## src/rtl/vexp_pkg.sv

```systemverilog
package vexp_pkg;
  typedef enum logic [1:0] {
    EXC_NONE  = 2'd0,
    EXC_RANGE = 2'd1,
    EXC_JALR  = 2'd2,
    EXC_SHORT = 2'd3
  } exc_cause_e;
endpackage

```

## src/rtl/vexp_kv_table.sv

```systemverilog
module vexp_kv_table #(
  parameter int ENTRIES = 16,
  parameter int KEY_W   = 5,
  parameter int VAL_W   = 8,
  parameter int NLOOK   = 1,
  localparam int IDX_W  = $clog2(ENTRIES)
) (
  input  logic                            clk_i,
  input  logic                            rst_ni,
  input  logic                            we_i,
  input  logic [IDX_W-1:0]                wr_idx_i,
  input  logic                            wr_valid_i,
  input  logic [KEY_W-1:0]                wr_key_i,
  input  logic [VAL_W-1:0]                wr_val_i,
  input  logic [NLOOK-1:0][KEY_W-1:0]     look_key_i,
  output logic [NLOOK-1:0]                hit_o,
  output logic [NLOOK-1:0][VAL_W-1:0]     val_o
);
  logic [ENTRIES-1:0]            vld_q;
  logic [ENTRIES-1:0][KEY_W-1:0] key_q;
  logic [ENTRIES-1:0][VAL_W-1:0] val_q;

  always_ff @(posedge clk_i or negedge rst_ni) begin
    if (!rst_ni) begin
      vld_q <= '0;
      key_q <= '0;
      val_q <= '0;
    end else if (we_i) begin
      vld_q[wr_idx_i] <= wr_valid_i;
      key_q[wr_idx_i] <= wr_key_i;
      val_q[wr_idx_i] <= wr_val_i;
    end
  end

  // lowest matching slot wins
  for (genvar g = 0; g < NLOOK; g++) begin : g_look
    logic             hit;
    logic [VAL_W-1:0] val;
    always_comb begin
      hit = 1'b0;
      val = '0;
      for (int e = ENTRIES - 1; e >= 0; e--) begin
        if (vld_q[e] && key_q[e] == look_key_i[g]) begin
          hit = 1'b1;
          val = val_q[e];
        end
      end
    end
    assign hit_o[g] = hit;
    assign val_o[g] = val;
  end
endmodule

```

## src/rtl/vexp_seq.sv

```systemverilog
module vexp_seq #(
  parameter int REG_W  = 5,
  parameter int XLEN   = 32,
  parameter int OP_W   = 7,
  localparam int ELEM_W = $clog2(XLEN)
) (
  input  logic                  clk_i,
  input  logic                  rst_ni,
  input  logic                  start_i,
  input  logic                  scalar_only_i,
  input  logic [ELEM_W-1:0]     last_i,
  input  logic [XLEN-1:0]       mask_i,
  input  logic [OP_W-1:0]       op_i,
  input  logic [2:0][REG_W-1:0] base_i,
  input  logic [2:0]            vec_i,
  output logic                  busy_o,
  output logic                  out_valid_o,
  input  logic                  out_ready_i,
  output logic [OP_W-1:0]       out_op_o,
  output logic [REG_W-1:0]      out_rd_o,
  output logic [REG_W-1:0]      out_rs1_o,
  output logic [REG_W-1:0]      out_rs2_o,
  output logic [ELEM_W-1:0]     out_elem_o
);
  logic                  busy_q;
  logic [ELEM_W-1:0]     elem_q, last_q;
  logic [XLEN-1:0]       mask_q;
  logic [OP_W-1:0]       op_q;
  logic [2:0][REG_W-1:0] base_q;
  logic [2:0]            vec_q;
  logic                  cur_en, advance, at_last;
  logic [2:0][REG_W-1:0] reg_cur;

  assign cur_en  = mask_q[elem_q];
  assign advance = busy_q && (!cur_en || out_ready_i);
  assign at_last = elem_q == last_q;

  always_ff @(posedge clk_i or negedge rst_ni) begin
    if (!rst_ni) begin
      busy_q <= 1'b0;
      elem_q <= '0;
      last_q <= '0;
      mask_q <= '0;
      op_q   <= '0;
      base_q <= '0;
      vec_q  <= '0;
    end else if (start_i) begin
      busy_q <= 1'b1;
      elem_q <= '0;
      last_q <= scalar_only_i ? '0 : last_i;
      mask_q <= mask_i;
      op_q   <= op_i;
      base_q <= base_i;
      vec_q  <= vec_i;
    end else if (advance) begin
      if (at_last) busy_q <= 1'b0;
      else         elem_q <= elem_q + 1'b1;
    end
  end

  for (genvar g = 0; g < 3; g++) begin : g_opnd
    assign reg_cur[g] = vec_q[g] ? base_q[g] + REG_W'(elem_q) : base_q[g];
  end

  assign busy_o      = busy_q;
  assign out_valid_o = busy_q && cur_en;
  assign out_op_o    = op_q;
  assign out_rd_o    = reg_cur[0];
  assign out_rs1_o   = reg_cur[1];
  assign out_rs2_o   = reg_cur[2];
  assign out_elem_o  = elem_q;

  a_r10_hold: assert property (@(posedge clk_i) disable iff (!rst_ni)
    out_valid_o && !out_ready_i |=> out_valid_o && $stable(out_elem_o) &&
      $stable(out_rd_o) && $stable(out_rs1_o) && $stable(out_rs2_o) && $stable(out_op_o));

  a_r2_step: assert property (@(posedge clk_i) disable iff (!rst_ni)
    !start_i && advance && !at_last |=> busy_o && out_elem_o == $past(out_elem_o) + 1'b1);

  a_r5_single: assert property (@(posedge clk_i) disable iff (!rst_ni)
    busy_o && vec_q == 3'b000 |-> out_elem_o == '0);
endmodule

```

## src/rtl/vexp_top.sv

```systemverilog
module vexp_top import vexp_pkg::*; #(
  parameter int NREG        = 32,
  parameter int XLEN        = 32,
  parameter int OP_W        = 7,
  parameter int TBL_ENTRIES = 16,
  parameter logic [OP_W-1:0] JALR_OP = 7'b1100111,
  localparam int REG_W  = $clog2(NREG),
  localparam int VL_W   = $clog2(XLEN + 1),
  localparam int ELEM_W = $clog2(XLEN),
  localparam int TIDX_W = $clog2(TBL_ENTRIES)
) (
  input  logic              clk_i,
  input  logic              rst_ni,
  input  logic              rt_we_i,
  input  logic [TIDX_W-1:0] rt_idx_i,
  input  logic              rt_valid_i,
  input  logic [REG_W-1:0]  rt_key_i,
  input  logic              rt_vec_i,
  input  logic [REG_W-1:0]  rt_base_i,
  input  logic [VL_W-1:0]   rt_len_i,
  input  logic              pt_we_i,
  input  logic [TIDX_W-1:0] pt_idx_i,
  input  logic              pt_valid_i,
  input  logic [REG_W-1:0]  pt_key_i,
  input  logic [REG_W-1:0]  pt_reg_i,
  input  logic [VL_W-1:0]   vl_i,
  input  logic              in_valid_i,
  output logic              in_ready_o,
  input  logic [OP_W-1:0]   in_op_i,
  input  logic [REG_W-1:0]  in_rd_i,
  input  logic [REG_W-1:0]  in_rs1_i,
  input  logic [REG_W-1:0]  in_rs2_i,
  output logic [REG_W-1:0]  mask_addr_o,
  input  logic [XLEN-1:0]   mask_data_i,
  output logic              out_valid_o,
  input  logic              out_ready_i,
  output logic [OP_W-1:0]   out_op_o,
  output logic [REG_W-1:0]  out_rd_o,
  output logic [REG_W-1:0]  out_rs1_o,
  output logic [REG_W-1:0]  out_rs2_o,
  output logic [ELEM_W-1:0] out_elem_o,
  output logic              exc_valid_o,
  output logic [1:0]        exc_cause_o
);
  localparam int RV_W  = 1 + REG_W + VL_W;
  localparam int SUM_W = VL_W + REG_W + 1;

  logic [2:0][REG_W-1:0] look_key;
  logic [2:0]            rhit;
  logic [2:0][RV_W-1:0]  rval;
  logic [2:0]            opv, over;
  logic [2:0][REG_W-1:0] opbase;
  logic [2:0][VL_W-1:0]  oplen;
  logic [0:0]            phit;
  logic [0:0][REG_W-1:0] pval;
  logic                  any_vec, accept, start, busy;
  logic                  vl_zero;
  logic [XLEN-1:0]       mask;
  logic [VL_W-1:0]       vl_m1;
  exc_cause_e            cause;
  logic                  exc_valid_q;
  exc_cause_e            exc_cause_q;
  logic                  unused_len;

  assign look_key = {in_rs2_i, in_rs1_i, in_rd_i};

  vexp_kv_table #(
    .ENTRIES(TBL_ENTRIES), .KEY_W(REG_W), .VAL_W(RV_W), .NLOOK(3)
  ) u_redir (
    .clk_i, .rst_ni,
    .we_i(rt_we_i), .wr_idx_i(rt_idx_i), .wr_valid_i(rt_valid_i),
    .wr_key_i(rt_key_i), .wr_val_i({rt_vec_i, rt_base_i, rt_len_i}),
    .look_key_i(look_key), .hit_o(rhit), .val_o(rval)
  );

  vexp_kv_table #(
    .ENTRIES(TBL_ENTRIES), .KEY_W(REG_W), .VAL_W(REG_W), .NLOOK(1)
  ) u_pred (
    .clk_i, .rst_ni,
    .we_i(pt_we_i), .wr_idx_i(pt_idx_i), .wr_valid_i(pt_valid_i),
    .wr_key_i(pt_key_i), .wr_val_i(pt_reg_i),
    .look_key_i(in_rd_i), .hit_o(phit), .val_o(pval)
  );

  assign vl_zero = vl_i == '0;

  for (genvar g = 0; g < 3; g++) begin : g_res
    logic [SUM_W-1:0] reach;
    assign opv[g]    = rhit[g] && rval[g][RV_W-1];
    assign opbase[g] = opv[g] ? rval[g][RV_W-2 -: REG_W] : look_key[g];
    assign oplen[g]  = rval[g][VL_W-1:0];
    assign reach     = SUM_W'(opbase[g]) + SUM_W'(vl_i);
    assign over[g]   = opv[g] && !vl_zero && reach > SUM_W'(NREG);
  end
  assign unused_len = ^{oplen[1], oplen[2]};

  assign any_vec = |opv;

  always_comb begin
    cause = EXC_NONE;
    if (|over)                                      cause = EXC_RANGE;
    if (opv[0] && oplen[0] < vl_i)                  cause = EXC_SHORT;
    if (in_op_i == JALR_OP && any_vec)              cause = EXC_JALR;
  end

  assign mask_addr_o = phit[0] ? pval[0] : '0;
  assign mask        = phit[0] ? mask_data_i : '1;

  assign in_ready_o = !busy;
  assign accept     = in_valid_i && in_ready_o;
  assign start      = accept && cause == EXC_NONE && (!any_vec || !vl_zero);
  assign vl_m1      = vl_i - VL_W'(1);

  vexp_seq #(.REG_W(REG_W), .XLEN(XLEN), .OP_W(OP_W)) u_seq (
    .clk_i, .rst_ni,
    .start_i(start), .scalar_only_i(!any_vec), .last_i(ELEM_W'(vl_m1)),
    .mask_i(mask), .op_i(in_op_i), .base_i(opbase), .vec_i(opv),
    .busy_o(busy), .out_valid_o, .out_ready_i,
    .out_op_o, .out_rd_o, .out_rs1_o, .out_rs2_o, .out_elem_o
  );

  always_ff @(posedge clk_i or negedge rst_ni) begin
    if (!rst_ni) begin
      exc_valid_q <= 1'b0;
      exc_cause_q <= EXC_NONE;
    end else begin
      exc_valid_q <= accept && cause != EXC_NONE;
      if (accept) exc_cause_q <= cause;
    end
  end
  assign exc_valid_o = exc_valid_q;
  assign exc_cause_o = exc_cause_q;

  a_r11_ready: assert property (@(posedge clk_i) disable iff (!rst_ni)
    out_valid_o |-> !in_ready_o);

  a_r7_no_issue: assert property (@(posedge clk_i) disable iff (!rst_ni)
    exc_valid_o |-> !out_valid_o && in_ready_o);

  a_r11_pulse: assert property (@(posedge clk_i) disable iff (!rst_ni)
    exc_valid_o |=> !exc_valid_o || $past(accept));
endmodule

```

## config.mk

```make
export PLATFORM = sky130hd
export DESIGN_NAME = vexp_top
export DESIGN_NICKNAME = d
export VERILOG_FILES = /design/src/rtl/vexp_pkg.sv /design/src/rtl/vexp_kv_table.sv /design/src/rtl/vexp_seq.sv /design/src/rtl/vexp_top.sv
export SDC_FILE = /design/constraint.sdc
export NUM_CORES = 1
export LEC_CHECK = 0
export ABC_AREA = 0
export BUFFER_PORTS_ARGS = -buffer_cell sky130_fd_sc_hd__buf_2
export CAP_MARGIN = 15
export CORE_ASPECT_RATIO = 1.25
export CORE_MARGIN = 5
export CORE_UTILIZATION = 67
export CTS_CLUSTER_SIZE = 25
export DETAILED_ROUTE_END_ITERATION = 10
export GPL_TIMING_DRIVEN = 1
export PLACE_DENSITY = 0.86
export SETUP_SLACK_MARGIN = 0.4
export SLEW_MARGIN = 25
export SYNTH_ARGS = -nofsm -noshare
export SYNTH_HDL_FRONTEND = slang
export SYNTH_SLANG_ARGS = --single-unit
```

## constraint.sdc

```tcl
create_clock -name clk_i -period 10.2 [get_ports clk_i]
set_input_delay 2.04 -clock clk_i [delete_from_list [all_inputs] [get_ports clk_i]]
set_output_delay 2.04 -clock clk_i [all_outputs]
set_load 0.02 [all_outputs]
```

==> key figures, run 1 <==
Power
  • Comb power frac: 0.265
  • Peak VDD IR: roughly 0.24 mV
  • P_sw: 2390 µW
  • Design Power: about 7200 µW
  • Leak Pwr: around 0.015 µW
  • Switching Share: 0.331
  • Sequential share of power: 0.439
  • PD cells: about 220 nW/µm²
  • Internal Pwr Total: about 4800 µW
  • Clock power frac: 0.296

Global routing
  • All-layer global routing usage: 0.350
  • Vias in the first global route: 24700
  • First-pass GRT wire length: approximately 140 mm
  • Grt ovf: 0
  • Largest net degree at the start of global routing: 187
  • Initial antenna violation count: 4

Synthesis
  • Area leader, netlist: dfrtp_1
  • Sequential-to-total area share from yosys stat: 0.437
  • Main synth FF type: dfrtp_1
  • Syn avg cell area: 10.9 µm²
  • Synth cell types: 85
  • Top cell type's share of synthesized area: 0.437
  • Cell count after synthesis: 2801
  • Synth area leaders: dfrtp_1 44%, mux2_2 17%, xor2_1 6.0%
  • Warnings, synthesis: 0
  • Synth async-reset ratio: 1.00
  • Post-synth EDFFs: 0
  • Mapped Area: 30700 µm²
  • Mapped Nets: a little under 3000
  • FF+latch count, synth: approximately 540

Setup path
  • Crit-path cells: buf_2 -> xor2_1 -> nor4_1 -> nand3_1 -> nor3_1 -> nor3_1 -> o211a_1 -> o41ai_4 -> o31ai_1 -> ha_1 -> fa_1 -> a21o_1 -> a21oi_1 -> xnor2_1 -> o21ai_0 -> a21oi_1 -> o21ai_0 -> and2_1 -> a211oi_2 -> a2111o_2 -> buf_4 -> mux2i_1
  • Data required, critical path: 10730 ps
  • CP max stage delay: 870 ps
  • Critical Path Slowest Stage Cell: o41ai_4
  • Critical Path AT: 8890 ps
  • WS Path Type: input port to flop
  • CP Capture Type: flop
  • Startpoint Class: input port
  • Worst-path fanout max: 23
  • RR Startpoint: u_redir.key_q[69]
  • Critical path startpoint: in_rd_i[4]

Timing
  • F_max: 120 MHz
  • Fin. max-slew vios: 0
  • Worst slew pin tran: 1060 ps
  • Setup_tns: 0 ps
  • RSZ-0062 raised after global routing: no
  • Tmin final: 8360 ps
  • Worst slew margin: 0.291
  • Final hold slack: around 490 ps
  • Period utilisation layout: 0.820
  • Final Hold Fails: 0
  • Layout Skew: 28.7 ps
  • Final setup viols: 0

Clocking
  • Cts hold-fix bufs: 0
  • CTS Root Cell: clkbuf_16
  • Setup bufs post-CTS: 0
  • CTS tree: built
  • # resized after CTS: 0
  • CTS buffer count: 53
  • Skew-Pair Late Insertion Delay: between 600 and 700 ps
  • Clk pin slew, worst setup/hold paths: 60 ps
  • Max Buffers Root-to-Sink: 3
  • Clk sinks: ~540
  • CTS H-tree lvls: 2

Place
  • Port Buffer Count: 139
  • Hpwl dp: approximately 62 mm
  • Inst Count DP: 3370
  • GP Congestion: 1.01
  • Area after DPL: 31500 µm²

Final layout
  • Fillers: 2941
  • Layout cells sized above 1: 0.272
  • Area of the multi-input gates: 16100 µm²
  • Area growth, synth to finish: 9.33%
  • Sequential cell area: 13400 µm²
  • Commonest non-fill, non-tap cell in the layout: dfrtp_1
  • Nets: 2993
  • Finished Layout Cells: 3473
  • Commonest cells after routing, fill and taps aside: 535 x dfrtp_1, 473 x mux2_2, 209 x xor2_1
  • Final Cell Area: 33500 µm²

Floorplanning
  • Die extent in x: 201 µm
  • Die footprint: 50200 µm²
  • Boundary Pins: 140
  • Effective utilization at floorplan: 0.679
  • Core outline area: 45200 µm²
  • DIE HEIGHT: 249 µm
  • Placement Rows: 87

Route
  • Metal-1 WL: roughly 35 mm
  • Starting DRT DRC Count: 2354
  • Wirelength per Cell: between 20 and 30 µm
  • Routed vias: 23800
  • Metal2 WL: 42.8 mm
  • DRT Wirelength: 89.8 mm
  • Via/cell ratio: 6.86
  • Detail Route Antenna Nets: 0
  • DRT Pass-1 Iters: 6
  • Highest routed layer: met5
  • Met3 WL: 6.85 mm
  • # DRC: 0

Outcome
  • Status: complete, no violations

Hold path
  • Worst hold-check path type: flop to flop
  • Hold_sp: u_seq.out_op_o[0]

Flow run
  • Max_cap viols: 0
==> critical path: cells and delay by family <==
family | cells | cell delay (ps)
compound gates | 10 | 2840
simple gates | 5 | 1760
buf+inv | 2 | 940
fa+ha+maj | 2 | 730
xor+xnor | 2 | 320
mux | 1 | 260
==> path summary, 6_finish.rpt <==
check	depth (start not counted)	slack [ps]	to
setup / recovery	22	1840	u_seq.mask_q[9]
hold / removal	1	490	u_seq.out_op_o[0]
setup reg to reg	20	3190	u_seq.last_q[2]
hold reg to reg	1	490	u_seq.out_op_o[0]
max in group asynchronous	3	7220	u_seq.mask_q[20]
min in group asynchronous	1	1480	u_redir.key_q[77]
==> sequential cells by signal, summed over array words and instances (netlist names) <==
register / cells
exc_cause_o: 2
u_seq.base_q: 15
u_seq.out_elem_o: 5
u_redir.val_q: 192
u_pred.vld_q: 16
u_pred.val_q: 80
u_seq.out_op_o: 7
u_seq.vec_q: 3
u_pred.key_q: 80
u_seq.mask_q: 32
exc_valid_o: 1
u_redir.vld_q: 16
u_seq.last_q: 5
u_redir.key_q: 80
u_seq.busy_o: 1
==> synth_stat cells (17+ instances only) <==
cell type / instances
o211ai_1: 30
inv_1: 77
o221ai_1: 24
mux2_2: 473
o21ai_0: 84
buf_4: 19
a21oi_1: 74
xor2_1: 209
buf_2: 23
nand3_1: 79
o22ai_1: 20
nor2_1: 157
buf_1: 19
nor4_1: 58
mux2_1: 17
a221oi_1: 29
xnor2_1: 143
a211oi_1: 18
dfrtp_1: 535
clkbuf_1: 111
nand2_1: 146
ha_1: 34
and3_1: 36
nor2b_1: 18
mux2i_1: 49
nand4_1: 22
nor3_1: 35
==> cell families after synthesis <==
| group | after synthesis | synth area share |
|---|---|---|
| compound gates | 422 | 0.0981 |
| simple gates | 641 | 0.105 |
| flops | 535 | 0.437 |
| mux | 549 | 0.203 |
| fa+ha+maj | 40 | 0.0178 |
| xor+xnor | 352 | 0.101 |
| buf+inv | 262 | 0.0384 |
==> layer usage <==
metal  track usage  vias to the layer above
met4         0.186                        4
met5             0                        -
met1         0.459                    12000
met3        0.0557                      362
met2         0.565                     1272
li1              -                    10200
==> power by group through the flow <==
| stage | clock [µW] | sequential, µW | combinational (µW) |
|---|---|---|---|
| after CTS | 2160 | 3150 | 1900 |
| after detailed placement | 0 | 3180 | 1880 |
| final | 2140 | 3180 | 1920 |
| after global placement | 0 | 3140 | 1780 |
| after floorplan | 0 | 3040 | 1410 |
| after global routing | 2250 | 3230 | 2080 |
==> final cells by class <==
cell class,count,share of cell area
multi-input combinational,2004,0.481
sequential,535,0.399
clock buffer,72,0.0450
timing repair buffer,179,0.0321
tap,578,0.0216
clock inverter,25,0.0124
inverter,77,0.00862
antenna,3,0.000224
==> per-stage QoR <==
stage | util | worst slack, ps
6_report | 0.742 | 1840
3_3_place_gp | 0.697 | 1130
2_1_floorplan | - | 3110
4_1_cts | 0.740 | 1540
5_1_grt | 0.742 | 1500
3_5_place_dp | 0.698 | 931
Note: power is estimated with default switching activity, not from simulation.
==> run 2: changes to the inputs <==
--- a/config.mk
+++ b/config.mk
@@ -10,11 +10,11 @@
 export CAP_MARGIN = 15
 export CORE_ASPECT_RATIO = 1.25
 export CORE_MARGIN = 5
-export CORE_UTILIZATION = 67
+export CORE_UTILIZATION = 57
 export CTS_CLUSTER_SIZE = 25
 export DETAILED_ROUTE_END_ITERATION = 10
 export GPL_TIMING_DRIVEN = 1
-export PLACE_DENSITY = 0.86
+export PLACE_DENSITY = 0.78
 export SETUP_SLACK_MARGIN = 0.4
 export SLEW_MARGIN = 25
 export SYNTH_ARGS = -nofsm -noshare
==> constraint.sdc (replaced) <==
create_clock -name clk_i -period 6.9 [get_ports clk_i]
set_input_delay 1.38 -clock clk_i [delete_from_list [all_inputs] [get_ports clk_i]]
set_output_delay 1.38 -clock clk_i [all_outputs]
set_load 0.02 [all_outputs]
==> run 2 against run 1 <==
Compared with the run above:
- routed wire length rose by 1.5%
- hold slack got worse by 7.3 ps
- worst setup slack got worse by 1300 ps
- critical endpoint is now u_seq.out_op_o[1]
==> key figures, run 2 (same netlist as run 1, synthesis figures left out) <==
Outcome
  • Status: complete, no violations (unchanged)

Floorplanning
  • Core outline area: 53500 µm² (was 45200 µm²)
  • Die extent in x: 217 µm (was 201 µm)
  • DIE HEIGHT: 269 µm (was 249 µm)
  • Boundary Pins: 140 (unchanged)
  • Effective utilization at floorplan: 0.573 (was 0.679)
  • Die footprint: 58600 µm² (was 50200 µm²)
  • Placement Rows: 95 (was 87)

Clocking
  • Max Buffers Root-to-Sink: 3 (unchanged)
  • Clk pin slew, worst setup/hold paths: 60 ps (about the same)
  • Skew-Pair Late Insertion Delay: 640 ps (about the same)
  • Cts hold-fix bufs: 0 (unchanged)
  • Clk sinks: 535 (unchanged)
  • CTS Root Cell: clkbuf_16 (unchanged)
  • CTS buffer count: 56 (was 53)
  • CTS H-tree lvls: 2 (unchanged)
  • CTS tree: built (unchanged)

Route
  • # DRC: 0 (unchanged)
  • DRT Pass-1 Iters: 8 (was 6)
  • Via/cell ratio: 6.45 (was 6.86)
  • DRT Wirelength: 91.1 mm (was 89.8 mm)
  • Detail Route Antenna Nets: 0 (unchanged)
  • Starting DRT DRC Count: 2367 (was 2354)
  • Wirelength per Cell: 24.7 µm (was 25.9 µm)
  • Routed vias: 23800 (about the same)

Final layout
  • Commonest non-fill, non-tap cell in the layout: dfrtp_1 (unchanged)
  • Largest register by flop count: u_redir.val_q (unchanged)
  • Area growth, synth to finish: 13.7% (was 9.33%)
  • Max reg flops: 192 (unchanged)
  • Commonest cells after routing, fill and taps aside: 535 x dfrtp_1, 473 x mux2_2, 209 x xor2_1 (unchanged)
  • Final Cell Area: 34900 µm² (was 33500 µm²)
  • Layout cells sized above 1: 0.311 (was 0.272)
  • Nets: 3115 (was 2993)
  • Finished Layout Cells: 3694 (was 3473)

Place
  • Area after DPL: 32600 µm² (was 31500 µm²)
  • Inst Count DP: 3587 (was 3370)
  • Port Buffer Count: 139 (unchanged)
  • Hpwl dp: 65.7 mm (was 61.9 mm)
  • GP Congestion: 0.971 (was 1.01)

Timing
  • F_max: around 160 MHz
  • Period utilisation layout: 0.921
  • Fin. max-slew vios: 0 (unchanged)
  • Final setup viols: 0 (unchanged)
  • Tmin final: 6350 ps
  • Worst slew margin: 0.315 (was 0.291)
  • Layout Skew: 28.1 ps (was 28.7 ps)
  • Worst slew pin tran: 1020 ps (was 1060 ps)
  • RSZ-0062 raised after global routing: no (unchanged)
  • Final hold slack: 485 ps (was 492 ps)
  • Final Hold Fails: 0 (unchanged)

Setup path
  • Startpoint Class: input port (unchanged)
  • FF-to-FF setup slack: 1050 ps (was 3190 ps)
  • Worst-path fanout max: 11 (was 23)
  • Data required, critical path: 7400 ps (was 10730 ps)
  • CP Capture Type: flop (unchanged)
  • Critical Path AT: 6850 ps (was 8890 ps)
  • WS Path Type: input port to flop (unchanged)

Power
  • Internal Pwr Total: 7250 µW (was 4840 µW)
  • Leak Pwr: 0.0155 µW (was 0.0149 µW)
  • Comb power frac: 0.276 (was 0.265)
  • Peak VDD IR: 0.225 mV (was 0.238 mV)
  • Sequential share of power: 0.435 (was 0.439)
  • PD cells: 310 nW/µm² (was 216 nW/µm²)
  • Switching Share: 0.329 (was 0.331)
  • P_sw: 3560 µW (was 2390 µW)
  • Clock power frac: 0.289 (was 0.296)

Global routing
  • All-layer global routing usage: 0.305 (was 0.350)
  • First-pass GRT wire length: 143 mm (was 141 mm)
  • Grt ovf: 0 (unchanged)
  • Largest net degree at the start of global routing: 127 (was 187)
  • Initial antenna violation count: 3 (was 4)
  • Vias in the first global route: 25100 (was 24700)

Hold path
  • Worst hold-check path type: flop to flop (unchanged)

Flow run
  • Max_cap viols: 0 (unchanged)
[run 2: worst paths after layout]
check	start	end	cells after the start
min reg2reg	u_seq.out_op_o[3]	u_seq.out_op_o[3]	1
max reg2reg	u_redir.key_q[61]	u_seq.out_op_o[1]	20
max in group asynchronous	rst_ni	u_redir.val_q[74]	2
min in group asynchronous	rst_ni	u_pred.val_q[71]	1
min	u_seq.out_op_o[3]	u_seq.out_op_o[3]	1
max	in_rs2_i[0]	u_seq.out_op_o[1]	20
[run 2: power by group through the flow]
stage	clock (µW)	sequential, µW	combinational, µW
CTS	3160	4670	2910
floorplan	0	4490	2090
global placement	0	4650	2760
finish	3130	4700	2980
detailed placement	0	4720	2880
global route	3310	4790	3230
[run 2: metrics by stage]
step | worst slack (ps) | total power, µW | util | TNS (ps)
floorplan | 468 | 6580 | - | 0
global placement | -180 | 7410 | 0.610 | -10360
detailed placement | -387 | 7600 | 0.610 | -21590
CTS | 412 | 10800 | 0.646 | 0
global route | 361 | 11300 | 0.652 | 0
finish | 548 | 10800 | 0.652 | 0
[run 2: timing repair]
| action | CTS | global route |
|---|---|---|
| endpoints found under the setup margin | 63 | 72 |
| pin swaps | 0 | 7 |
| resized for setup | 9 | 56 |
| cloned | 0 | 1 |
| buffers inserted | 0 | 3 |
[run 2: final cells by class]
cell class	instances	area, µm²
Antenna cell	2	5.00
Timing Repair Buffer	298	2080
Tap cell	679	850
Clock buffer	84	1620
Sequential cell	535	13400
Fill cell	4073	18600
Multi-Input combinational cell	2004	16400
Inverter	77	289
Clock inverter	15	279
[run 2: worst max-delay path, stage by stage]
cell and delay, ps:
buf_2 310, xnor2_1 160, nand4_1 180, o22a_1 290, o311a_1 390, a2111oi_1 630
o31ai_4 200, nand2_1 160, o21ai_0 160, ha_1 280, fa_1 430, a21o_1 170
a21oi_1 280, nand2_1 120, mux2_2 270, o21ai_0 170, o22ai_1 180, a2111o_2 500
buf_4 210, mux2_1 330
[run 2: routing by layer]
| metal | share of wire | track usage | vias up |
|---|---|---|---|
| li1 | - | - | 10400 |
| met1 | 0.40 | 0.399 | 12100 |
| met2 | 0.48 | 0.498 | 1034 |
| met3 | 0.066 | 0.0479 | 295 |
| met4 | 0.053 | 0.144 | 2 |
| met5 | 0.00014 | 0 | - |
